## config.mk

```make
export PLATFORM = sky130hd
export DESIGN_NAME = shared_tag_fifo
export DESIGN_NICKNAME = d
export VERILOG_FILES = /design/src/rtl/stf_pkg.sv /design/src/rtl/stf_storage.sv /design/src/rtl/stf_fill_ctr.sv /design/src/rtl/stf_status_gen.sv /design/src/rtl/shared_tag_fifo.sv
export SDC_FILE = /design/constraint.sdc
export NUM_CORES = 1
export LEC_CHECK = 0
export BUFFER_PORTS_ARGS = -buffer_cell sky130_fd_sc_hd__buf_2
export CAP_MARGIN = 40
export CORE_MARGIN = 2
export CORE_UTILIZATION = 61
export DETAILED_ROUTE_END_ITERATION = 10
export PLACE_DENSITY = 0.89
export SLEW_MARGIN = 5
export SYNTH_ARGS = -nofsm -noshare
export SYNTH_HDL_FRONTEND = slang
export SYNTH_SLANG_ARGS = --single-unit
```

## constraint.sdc

```tcl
create_clock -name clk -period 3 [get_ports clk]
set_input_delay 0.45 -clock clk [delete_from_list [all_inputs] [get_ports clk]]
set_output_delay 0.45 -clock clk [all_outputs]
set_load 0.03 [all_outputs]
```

## src/rtl/stf_pkg.sv

```systemverilog
package stf_pkg;
  localparam int TAG_W = 8;

  typedef enum logic [1:0] {
    ST_STARVING  = 2'b00,
    ST_HUNGRY    = 2'b01,
    ST_SATISFIED = 2'b10
  } fc_state_e;

  // Map the shared fill level onto a flow-control state; starving wins ties.
  function automatic fc_state_e classify_fill(input int unsigned fill,
                                              input int unsigned ae,
                                              input int unsigned af);
    if (fill <= ae)      return ST_STARVING;
    else if (fill >= af) return ST_SATISFIED;
    else                 return ST_HUNGRY;
  endfunction

  // Circular pointer advance for any depth.
  function automatic int unsigned ptr_step(input int unsigned p, input int unsigned depth);
    return (p + 1 == depth) ? 0 : p + 1;
  endfunction
endpackage

```

## src/rtl/stf_storage.sv

```systemverilog
module stf_storage
  import stf_pkg::*;
#(
  parameter int DATA_W = 32,
  parameter int DEPTH  = 16,
  localparam int PTR_W  = $clog2(DEPTH),
  localparam int WORD_W = DATA_W + TAG_W + 2
) (
  input  logic              clk,
  input  logic              rst_n,
  input  logic              wr_accept,
  input  logic [WORD_W-1:0] wr_word,
  input  logic              rd_accept,
  output logic [WORD_W-1:0] rd_word
);
  logic [WORD_W-1:0] mem [DEPTH];
  logic [PTR_W-1:0]  wr_ptr;
  logic [PTR_W-1:0]  rd_ptr;

  always_ff @(posedge clk) begin
    if (wr_accept) mem[wr_ptr] <= wr_word;
  end

  always_ff @(posedge clk) begin
    if (!rst_n) begin
      wr_ptr <= '0;
      rd_ptr <= '0;
    end else begin
      if (wr_accept) wr_ptr <= PTR_W'(ptr_step(32'(wr_ptr), DEPTH));
      if (rd_accept) rd_ptr <= PTR_W'(ptr_step(32'(rd_ptr), DEPTH));
    end
  end

  assign rd_word = mem[rd_ptr];
endmodule

```

## src/rtl/stf_fill_ctr.sv

```systemverilog
module stf_fill_ctr #(
  parameter int DEPTH = 16,
  localparam int CNT_W = $clog2(DEPTH + 1)
) (
  input  logic             clk,
  input  logic             rst_n,
  input  logic             wr_req,
  input  logic             rd_req,
  output logic [CNT_W-1:0] fill,
  output logic             full,
  output logic             empty,
  output logic             wr_accept,
  output logic             rd_accept,
  output logic             overflow_err
);
  logic drop_evt;

  assign empty     = (fill == '0);
  assign full      = (fill == CNT_W'(DEPTH));
  assign rd_accept = rd_req && !empty;
  assign wr_accept = wr_req && (!full || rd_accept);
  assign drop_evt  = wr_req && !wr_accept;

  always_ff @(posedge clk) begin
    if (!rst_n) begin
      fill         <= '0;
      overflow_err <= 1'b0;
    end else begin
      overflow_err <= drop_evt;
      case ({wr_accept, rd_accept})
        2'b10:   fill <= fill + 1'b1;
        2'b01:   fill <= fill - 1'b1;
        default: fill <= fill;
      endcase
    end
  end


  fill_bound_chk: assert property (@(posedge clk) disable iff (!rst_n)
    fill <= CNT_W'(DEPTH)) else $error("fill above depth");


  no_overflow_chk: assert property (@(posedge clk) disable iff (!rst_n)
    drop_evt |=> (overflow_err && fill == $past(fill))) else $error("dropped write changed state");


  full_rw_chk: assert property (@(posedge clk) disable iff (!rst_n)
    (full && wr_req && rd_req) |=> (full && !overflow_err)) else $error("full read+write mishandled");


  empty_rd_chk: assert property (@(posedge clk) disable iff (!rst_n)
    (empty && rd_req && !wr_req) |=> empty) else $error("read from empty changed fill");
endmodule

```

## src/rtl/stf_status_gen.sv

```systemverilog
module stf_status_gen
  import stf_pkg::*;
#(
  parameter int NUM_PORTS = 4,
  parameter int CNT_W     = 5
) (
  input  logic [CNT_W-1:0]       fill,
  input  logic [CNT_W-1:0]       ae_level,
  input  logic [CNT_W-1:0]       af_level,
  input  logic                   ovr_en,
  input  logic [2*NUM_PORTS-1:0] ovr_status,
  output logic [2*NUM_PORTS-1:0] port_status
);
  fc_state_e shared_state;

  assign shared_state = classify_fill(32'(fill), 32'(ae_level), 32'(af_level));

  for (genvar p = 0; p < NUM_PORTS; p++) begin : g_port
    assign port_status[2*p +: 2] = ovr_en ? ovr_status[2*p +: 2] : shared_state;
  end

  always_comb begin
    if (!ovr_en && fill == '0) begin

      empty_starving_chk: assert (port_status[1:0] == 2'b00) else $error("empty buffer not starving");
    end
    for (int q = 0; q < NUM_PORTS; q++) begin
      if (!ovr_en) begin

        legal_code_chk: assert (port_status[2*q +: 2] != 2'b11) else $error("illegal status code");
      end
    end
  end
endmodule

```

## src/rtl/shared_tag_fifo.sv

```systemverilog
module shared_tag_fifo
  import stf_pkg::*;
#(
  parameter int DATA_W    = 32,
  parameter int DEPTH     = 16,
  parameter int NUM_PORTS = 4,
  localparam int CNT_W    = $clog2(DEPTH + 1)
) (
  input  logic                   clk,
  input  logic                   rst_n,
  input  logic                   wr_valid,
  input  logic [DATA_W-1:0]      wr_data,
  input  logic [TAG_W-1:0]       wr_tag,
  input  logic                   wr_sop,
  input  logic                   wr_eop,
  input  logic                   rd_en,
  output logic                   rd_valid,
  output logic [DATA_W-1:0]      rd_data,
  output logic [TAG_W-1:0]       rd_tag,
  output logic                   rd_sop,
  output logic                   rd_eop,
  output logic [CNT_W-1:0]       fill_level,
  output logic                   full,
  output logic                   overflow_err,
  input  logic [CNT_W-1:0]       ae_level,
  input  logic [CNT_W-1:0]       af_level,
  input  logic [CNT_W-1:0]       low_level,
  output logic                   underflow_warn,
  input  logic                   ovr_en,
  input  logic [2*NUM_PORTS-1:0] ovr_status,
  output logic [2*NUM_PORTS-1:0] port_status
);
  localparam int WORD_W = DATA_W + TAG_W + 2;

  logic              wr_accept;
  logic              rd_accept;
  logic              empty;
  logic [WORD_W-1:0] wr_word;
  logic [WORD_W-1:0] head_word;

  assign wr_word = {wr_tag, wr_sop, wr_eop, wr_data};

  stf_fill_ctr #(.DEPTH(DEPTH)) u_fill (
    .clk(clk), .rst_n(rst_n),
    .wr_req(wr_valid), .rd_req(rd_en),
    .fill(fill_level), .full(full), .empty(empty),
    .wr_accept(wr_accept), .rd_accept(rd_accept),
    .overflow_err(overflow_err)
  );

  stf_storage #(.DATA_W(DATA_W), .DEPTH(DEPTH)) u_store (
    .clk(clk), .rst_n(rst_n),
    .wr_accept(wr_accept), .wr_word(wr_word),
    .rd_accept(rd_accept), .rd_word(head_word)
  );

  stf_status_gen #(.NUM_PORTS(NUM_PORTS), .CNT_W(CNT_W)) u_status (
    .fill(fill_level), .ae_level(ae_level), .af_level(af_level),
    .ovr_en(ovr_en), .ovr_status(ovr_status), .port_status(port_status)
  );

  assign rd_valid       = !empty;
  assign {rd_tag, rd_sop, rd_eop, rd_data} = head_word;
  assign underflow_warn = (fill_level < low_level);


  head_hold_chk: assert property (@(posedge clk) disable iff (!rst_n)
    (rd_valid && !rd_en) |=> $stable(head_word)) else $error("head word changed without a read");
endmodule

```

Word-level counts from Yosys, hierarchy flattened
Memories as Yosys holds them, arrays and structs flattened. A register that Yosys moved wholly into a read port is not among the register bits.
Cells that the tools add are included.
{ "totals": {"ff_bits": 14, "latchBits": 0, "ram_bits": 672, "romBits": 0, "input_bits": 70, "word_cells": 39, "n_memories": 1} }
{ "memory_table": {"columns": ["name", "depth", "word_bits", "rd", "rd_ports_with_merged_regs", "wr", "line", "text"], "rows": [
  ["u_store.mem", 16, 42, 1, 1, 1, "stf_storage.sv:16", "logic [WORD_W-1:0] mem [DEPTH];"]
]} }
{ "classes": {"n_addsub": 4, "n_mul": 0, "div": 0, "n_lt_le_gt_ge": 3, "n_eq_ne": 5, "n_shift": 0, "n_mux": 13, "n_bitwise": 0, "n_reduce_logical": 9} }
{ "op_table": {"columns": ["cell", "count"], "rows": [
  ["2-to-1 mux 4 bit", 4],
  ["equality test 5 bit, second input constant", 3],
  ["2-to-1 mux 2 bit", 6],
  ["adder 4 x 1 -> 5 bit, second input constant", 2],
  ["case mux 5 bit (2 select lines)", 1],
  ["adder 5 x 1 -> 5 bit, second input constant", 1],
  [">= comparator 5 bit", 1],
  ["less-or-equal comparator 5 bit", 1],
  ["logical NOT 5 bit", 1],
  ["< comparator 5 bit", 1],
  ["subtractor 5 x 1 -> 5 bit, second input constant", 1],
  ["logical AND 1 bit", 3],
  ["logical NOT 1 bit", 3],
  ["equality test 2 x 1 -> 1 bit, second input constant", 1],
  ["equality test 2 bit, second input constant", 1],
  ["2-to-1 mux 1 bit", 2],
  ["nonzero test 2 bit", 1],
  ["logical OR 1 bit", 1]
]} }

Depth between registers and ports, before layout
Gate-level depths: netlist of the first run.
{ "logic_depth": {"word_depth": 7, "depth_mapped": 9, "ltp_nobuf": 8} }

By module
From an unflattened synthesis of the first run, not the netlist that was laid out.
{ "unflattened": {"cells_unflattened": 1208, "hier_area_um2": 26611.8} }
{ "by_module_without_submodules": {"columns": ["mod", "instances", "cells_each", "area_each_um2", "seq_area_each_um2"], "rows": [
  ["stf_storage", 1, 1088, 25694.6, 20419.6],
  ["stf_fill_ctr", 1, 54, 455.4, 120.1],
  ["stf_status_gen", 1, 50, 347.8, 0.0],
  ["shared_tag_fifo", 1, 16, 113.9, 0.0]
]} }

Worst setup path before layout of the first run
OpenSTA, ideal clock, no wires.
{ "synth_timing": {"kind": "register to register", "start": "reg u_fill.fill[1]", "end": "mem u_store.mem[0][0] (netlist bit), enable pin", "setup_time_ps": 403, "arrival_ps": 2377, "t_required_ps": 2597, "slack_ps": 219, "path_stages_with_launch": 6, "n_path_buf": 1, "period_less_slack_ps": 2781, "cell_sequence": "dfxtp_1 -> or4_1 -> buf_2 -> o21ai_2 -> nor3_1 -> and2_1"} }
{ "synth_between": {"elab_chain_cells": 7, "word_cells_on_any_way": 9, "cone_classes": "eq/ne: 1; mux: 2; reduce/logical: 6"} }
{ "synth_rtl": {"columns": ["element", "line", "text"], "rows": [
  ["from (decl)", "stf_fill_ctr.sv:9", "output logic [CNT_W-1:0] fill,"],
  ["from (signal assigned)", "stf_fill_ctr.sv:31", "2'b10: fill <= fill + 1'b1;"],
  ["from (signal assigned)", "stf_fill_ctr.sv:32", "2'b01: fill <= fill - 1'b1;"],
  ["from (signal assigned)", "stf_fill_ctr.sv:33", "default: fill <= fill;"],
  ["logical NOT 5 bit", null, null],
  ["logical NOT 1 bit", "stf_fill_ctr.sv:20", "assign rd_accept = rd_req && !empty;"],
  ["logical AND 1 bit", "stf_fill_ctr.sv:20", null],
  ["logical OR 1 bit *", "stf_fill_ctr.sv:21", "assign wr_accept = wr_req && (!full || rd_accept);"],
  ["logical AND 1 bit *", "stf_fill_ctr.sv:21", null],
  ["2-to-1 mux 1 bit *", "stf_storage.sv:21", "if (wr_accept) mem[wr_ptr] <= wr_word;"],
  ["2-to-1 mux 1 bit (not written as such) *", "stf_storage.sv:21", null],
  ["to (decl)", "stf_storage.sv:16", null]
]} }
Every way passes the cells marked *; elsewhere a longest branch is shown, timed or not.

==> flow_summary.yaml, run 1 <==
power_and_ir_drop:
  swShare_pct: 27.2
  ir_worst_vdd_v: 0.000603
  power_mw: 24.9
  sequentialPowerShare_pct: 43.9
  clockPowerShare_pct: 33.4
  switchingPower_mw: 6.79
  power.density_mw_per_mm2: 811
  leakagePower_nw: 10.1
  p_int_mw: 18.1
  combPwrFrac_pct: 22.7
logic_synthesis:
  ys_ff_latch: 690
  synth_area_leaders: "edfxtp_1, mux4_2, a22oi_1"
  synth_edf_count: 672
  synth_cell_types: 45
  avgSynthCellArea_um2: 21.9
  syn_area_mm2: 0.0265
  synth_ff_type: "edfxtp_1"
  synthCells: 1209
  yosysWarnings: 0
  ys_async_sr_fraction_pct: 0
  synth_area_leader_cell: "edfxtp_1"
  synth_top_area_share_pct: 76.2
  syn_nets: 1302
  ys_seq_area_share_pct: 77.5
detailed_routing:
  drt_pass1_iterations: 5
  first_iter_violations: 2081
  vias_per_cell: 6.76
  post-route-drc-count: 0
  drtAntennaViolNets: 0
  routed_wl_um: 65300
  wl_per_cell_um: 31.8
  vias: 13900
worst_setup_path:
  worst-path-buf-inv: 3
  path_delay_family: "buffers and inverters"
  path_cells: "buf_16 -> buf_4 -> mux4_2 -> a22oi_1 -> nand2_1 -> buf_2"
  reg2regPathDepth: 8
  cp.depth: 6
  cp_slowest_cell: "mux4_2"
  cp_data_required_time_ns: 2.55
  cp_data_arrival_time_ns: 2.52
  cp-end-kind: "output port"
  critPathMaxFanout: 11
  path_class: "reg2out"
  slowest_delay_ns: 0.50
  startpoint_type: "flop"
cells_and_area:
  drive_above_1_share_pct: 34.5
  syn2layout_area_growth_pct: 16.0
  final_common_cell: "edfxtp_1"
  final_nets: 1501
  final_util_pct: 71.5
  final_cell_mix: "edfxtp_1, mux4_2, buf_2"
outcome:
  status: "finished clean"
clock_tree:
  cts_buffers: 66
  postCtsHoldBufs: 0
  cts_buffer_depth: 3
  cts_tree: "done"
  insertion_delay_ns: 0.60
  htree_num_levels: 3
  cts.clk_slew.worst_paths_ns: 0.06
  clkSinkCount: 690
  clock-root-buffer: "clkbuf_16"
min_path:
  hold_class: "in2reg"
  min_path_cells: 2
die:
  die_area_mm2: 0.0451
  die_w_um: 212
  ios: 129
  core_mm2: 0.0430
  start_util_pct: 61.6
  die_h_um: 212
  num_rows: 76
sta:
  fin_crit_ns: 2.97
  tightest_slew_ns: 0.878
  tns_ns: 0
  setup_viol: 0
  hold_violations: 0
  fmax_mhz: 337
  post-route-period-util_pct: 99.0
  rsz0062_at_grt: "yes"
  skew_ns: 0.0271
  slew_viol_final: 0
  slew_headroom_pct: 41.5
grt:
  grt_util_met1_pct: 39.4
  use_met2_pct: 49.5
  use_met3_pct: 4.96
  grt_util_all_layers_pct: 29.4
  grt_pass1_vias: 14100
  grt.busiest_layer: "met2"
  antenna_found_initial: 3
  grt_pass1_wl_um: 93800
  grt_max_degree: 51
  grt_overflow: 0
run:
  cap_violations: 0
place:
  place_congestion: 0.765
  io_buffers: 128
  hpwlAfterDp_um: 32000
-- worst paths after layout --
path	from	to	slack [ns]
worst max register to register	u_fill.fill[1]$_SDFFE_PN0P_	u_fill.fill[4]$_SDFFE_PN0P_	0.28
worst min register to register	u_store.wr_ptr[1]$_SDFFE_PN0P_	u_store.wr_ptr[1]$_SDFFE_PN0P_	0.55
worst min-delay path	rst_n	u_fill.fill[1]$_SDFFE_PN0P_	0.15
worst max-delay path	flop	rd_data[0]	0.03
-- metrics by stage --
step / hold WS, ns / worst slack (ns) / cell area, µm² / instances
2_1_floorplan: 0.482 / 0.219 / 26500 / 1209
3_3_place_gp: 0.498 / 0.371 / 28100 / 1899
3_5_place_dp: 0.524 / 0.233 / 28100 / 1899
4_1_cts: 0.126 / -0.0931 / 30300 / 2022
5_1_grt: 0.133 / -0.0308 / 30700 / 2050
6_report: 0.152 / 0.0308 / 30700 / 2051
-- power groups by stage --
stage,logic (mW),clock network [mW],registers [mW]
after floorplan,3.60,0,11.1
after global placement,4.84,0,11.1
after detailed placement,4.98,0,11.1
after CTS,5.20,8.35,10.9
after global routing,6.01,8.70,11.0
final,5.67,8.31,10.9
-- flip-flops by register name, summed over array words and instances (netlist names), named ones only --
name	count
u_store.mem	672
u_store.wr_ptr	4
u_fill.overflow_err	1
u_fill.fill	5
u_store.rd_ptr	4
-- cell usage after synthesis, drive strengths merged (6+ instances only) --
master / count
edfxtp: 672
mux4: 168
a22oi: 84
nand2: 54
clkbuf: 33
buf: 30
ha: 22
inv: 19
dfxtp: 18
o21ai: 15
nor2: 10
and3: 9
a21oi: 7
nand3: 6
o211ai: 6
o21a: 6
-- timing repair --
item	in CTS	in global routing
pin swaps	1	2
setup buffers	0	19
endpoints found under the setup margin	33	43
gates cloned	1	6
resized for setup	11	19
-- cell families (layout without fill, tap and decap cells) --
| group | after synthesis | after routing | synth area share, % |
|---|---|---|---|
| other cells | 0 | 4 | 0 |
| compound gates | 131 | 131 | 3.60 |
| mux | 170 | 170 | 14.4 |
| buf+inv | 82 | 335 | 1.28 |
| xor+xnor | 5 | 5 | 0.165 |
| fa+ha+maj | 23 | 23 | 1.11 |
| simple gates | 108 | 108 | 1.97 |
| flops | 690 | 690 | 77.5 |
-- layout make-up --
cell class	instances	area, µm²
Clock inverter	44	414
Inverter	19	71.3
Sequential cell	690	20500
Timing Repair Buffer	194	1500
Fill cell	2417	12300
Multi-Input combinational cell	437	5730
Tap cell	585	732
Antenna cell	4	10.0
Clock buffer	78	1720
-- metal layers --
metal	vias to the layer above	part of all wire (%)
met2	1006	51
met5	-	0
li1	5518	-
met3	145	9.4
met4	0	3.5
met1	7190	36
No activity file was read; power rests on OpenSTA's default activity.
==> run 2, diff against run 1 <==
- CORE_ASPECT_RATIO: not set -> 0.8
- PLACE_DENSITY: 0.89 -> 0.79
==> run 2 against run 1 <==
Compared with the run above:
- global-route usage shrank 2.9 points
- register-to-register slack improved by 0.05 ns
- fmax shrank 0.70%
- highest routed layer is now met5
==> flow_summary.yaml, run 2 (same netlist as run 1, synthesis figures left out) <==
clock_tree:
  insertion_delay_ns: 0.62
  cts_tree: "done"
  cts_buffers: 60
  cts_buffer_depth: 3
  clkSinkCount: 690
  cts.clk_slew.worst_paths_ns: 0.07
  clock-root-buffer: "clkbuf_16"
  htree_num_levels: 2
power_and_ir_drop:
  power.density_mw_per_mm2: 777
  ir_worst_vdd_v: 0.000538
  leakagePower_nw: 9.91
die:
  die_h_um: 190
  start_util_pct: 61.7
  die_w_um: 237
  core_mm2: 0.0430
  die_area_mm2: 0.0451
  num_rows: 68
  ios: 129
detailed_routing:
  vias: 13300
  routed_wl_um: 58500
  drt_pass1_iterations: 5
  post-route-drc-count: 0
  drtAntennaViolNets: 0
  vias_per_cell: 6.64
  wl_per_cell_um: 29.1
  first_iter_violations: 1577
sta:
  fin_crit_ns: 2.99
  tightest_slew_ns: 0.643
  hold_violations: 0
  slew_headroom_pct: 57.1
  setup_viol: 0
  post-route-period-util_pct: 99.7
  setup_ws_ns: 0.00973
  fmax_mhz: 334
  whs_ns: 0.120
  rsz0062_at_grt: "yes"
  skew_ns: 0.0244
  slew_viol_final: 0
cells_and_area:
  drive_above_1_share_pct: 33.1
  final_cell_mix: "edfxtp_1, mux4_2, buf_2"
  reg_top3: "u_store.mem: 672 flops, u_fill.fill: 5 flops"
  largest_reg_flops: 672
  top_register: "u_store.mem"
  final_common_cell: "edfxtp_1"
  num-fill-cells: 2431
  stdcell_count: 2009
  stdcell_area_mm2: 0.0304
  final_nets: 1489
  syn2layout_area_growth_pct: 14.7
worst_setup_path:
  ff2ff_setup_slack_ns: 0.33
  cp_data_arrival_time_ns: 2.54
  cp_data_required_time_ns: 2.55
  startpoint_type: "flop"
  cp-end-kind: "output port"
  critPathMaxFanout: 9
  reg2regPathDepth: 8
  path_class: "reg2out"
  r2r_start: "u_fill.fill[1]$_SDFFE_PN0P_"
  reg2reg_to: "u_fill.fill[4]$_SDFFE_PN0P_"
min_path:
  hold_class: "in2reg"
  min_path_cells: 2
  min_to: "u_fill.fill[1]$_SDFFE_PN0P_"
  min_from: "rst_n"
grt:
  grt_pass1_vias: 13700
  grt_max_degree: 44
  grt_overflow: 0
  grt_pass1_wl_um: 86800
  grt_util_all_layers_pct: 26.5
  antenna_found_initial: 3
place:
  io_buffers: 128
  pre_cts_ws_ns: 0.309
  placed_area_mm2: 0.0282
  hpwlAfterDp_um: 30100
  dp_cells: 1882
  place_congestion: 0.769
outcome:
  status: "finished clean"
run:
  cap_violations: 0
==> run 2: changes by cell type in the layout (fill, tap and decap cells not counted), sizes merged <==
cell / before / now
clkinvlp: 2 / 1
bufinv: 6 / 2
clkinv: 30 / 36
clkbuf: 84 / 74
inv: 25 / 21
diode: 4 / 1
buf: 188 / 187
==> run 2: layer usage <==
metal | up-vias | routed length [µm] | global-route usage (%)
met5 | - | 26 | 0
met4 | 4 | 1630 | 8.76
met3 | 130 | 4960 | 4.83
met2 | 726 | 28900 | 42.9
met1 | 6995 | 23000 | 37.4
li1 | 5484 | - | -
==> run 2: worst max-delay path, stage by stage, from the launching register on <==
cell     delay, ns
dfxtp_4       0.41
buf_12        0.18
buf_4         0.14
mux4_2        0.50
a22oi_1       0.29
nand2_1       0.17
buf_2         0.22
==> run 2: final cells by class <==
type | instances | area (µm²) | share of cell area (%)
antenna | 1 | 2.50 | 0.00823
multi-input combinational | 437 | 5690 | 18.7
tap | 560 | 701 | 2.31
inverter | 19 | 71.3 | 0.235
clock buffer | 73 | 1570 | 5.17
timing repair buffer | 188 | 1520 | 5.00
sequential | 690 | 20500 | 67.6
clock inverter | 41 | 280 | 0.922
==> run 2: how the worst max path moves through the flow <==
stage	depth (start not counted)	end	slack, ns	from
6_report	6	rd_data[3]	0.01	flop
5_1_grt	6	rd_tag[4]	-0.04	flop
4_1_cts	6	rd_data[18]	-0.004	flop
3_5_place_dp	8	u_fill.fill[4]$_SDFFE_PN0P_	0.31	u_fill.fill[1]$_SDFFE_PN0P_
3_3_place_gp	8	u_fill.fill[4]$_SDFFE_PN0P_	0.35	u_fill.fill[1]$_SDFFE_PN0P_
2_1_floorplan	5	u_store.mem[0][0]$_DFFE_PP_	0.22	u_fill.fill[1]$_SDFFE_PN0P_
==> run 2: power by group <==
group	internal, mW	switching (mW)	total [mW]
sequential	10.8	0.126	10.9
combinational	2.56	2.81	5.36
clock	3.91	3.43	7.35
total	17.2	6.37	23.6
==> run 2: what timing repair did <==
| item | 4_1_cts | 5_1_grt |
|---|---|---|
| hold buffers | 0 | 0 |
| buffers inserted | 5 | 3 |
| pin swaps | 0 | 2 |
| resized for setup | 13 | 20 |
| setup endpoints to repair | 23 | 35 |
| gates cloned | 3 | 1 |
==> run 2: through the flow <==
stage / utilization [%] / TNS [ns] / total power, mW
2_1_floorplan: - / 0 / 14.7
3_3_place_gp: 65.7 / 0 / 15.9
3_5_place_dp: 65.7 / 0 / 16.0
4_1_cts: 70.4 / -0.00720 / 23.6
5_1_grt: 70.7 / -0.352 / 24.4
6_report: 70.7 / 0 / 23.6
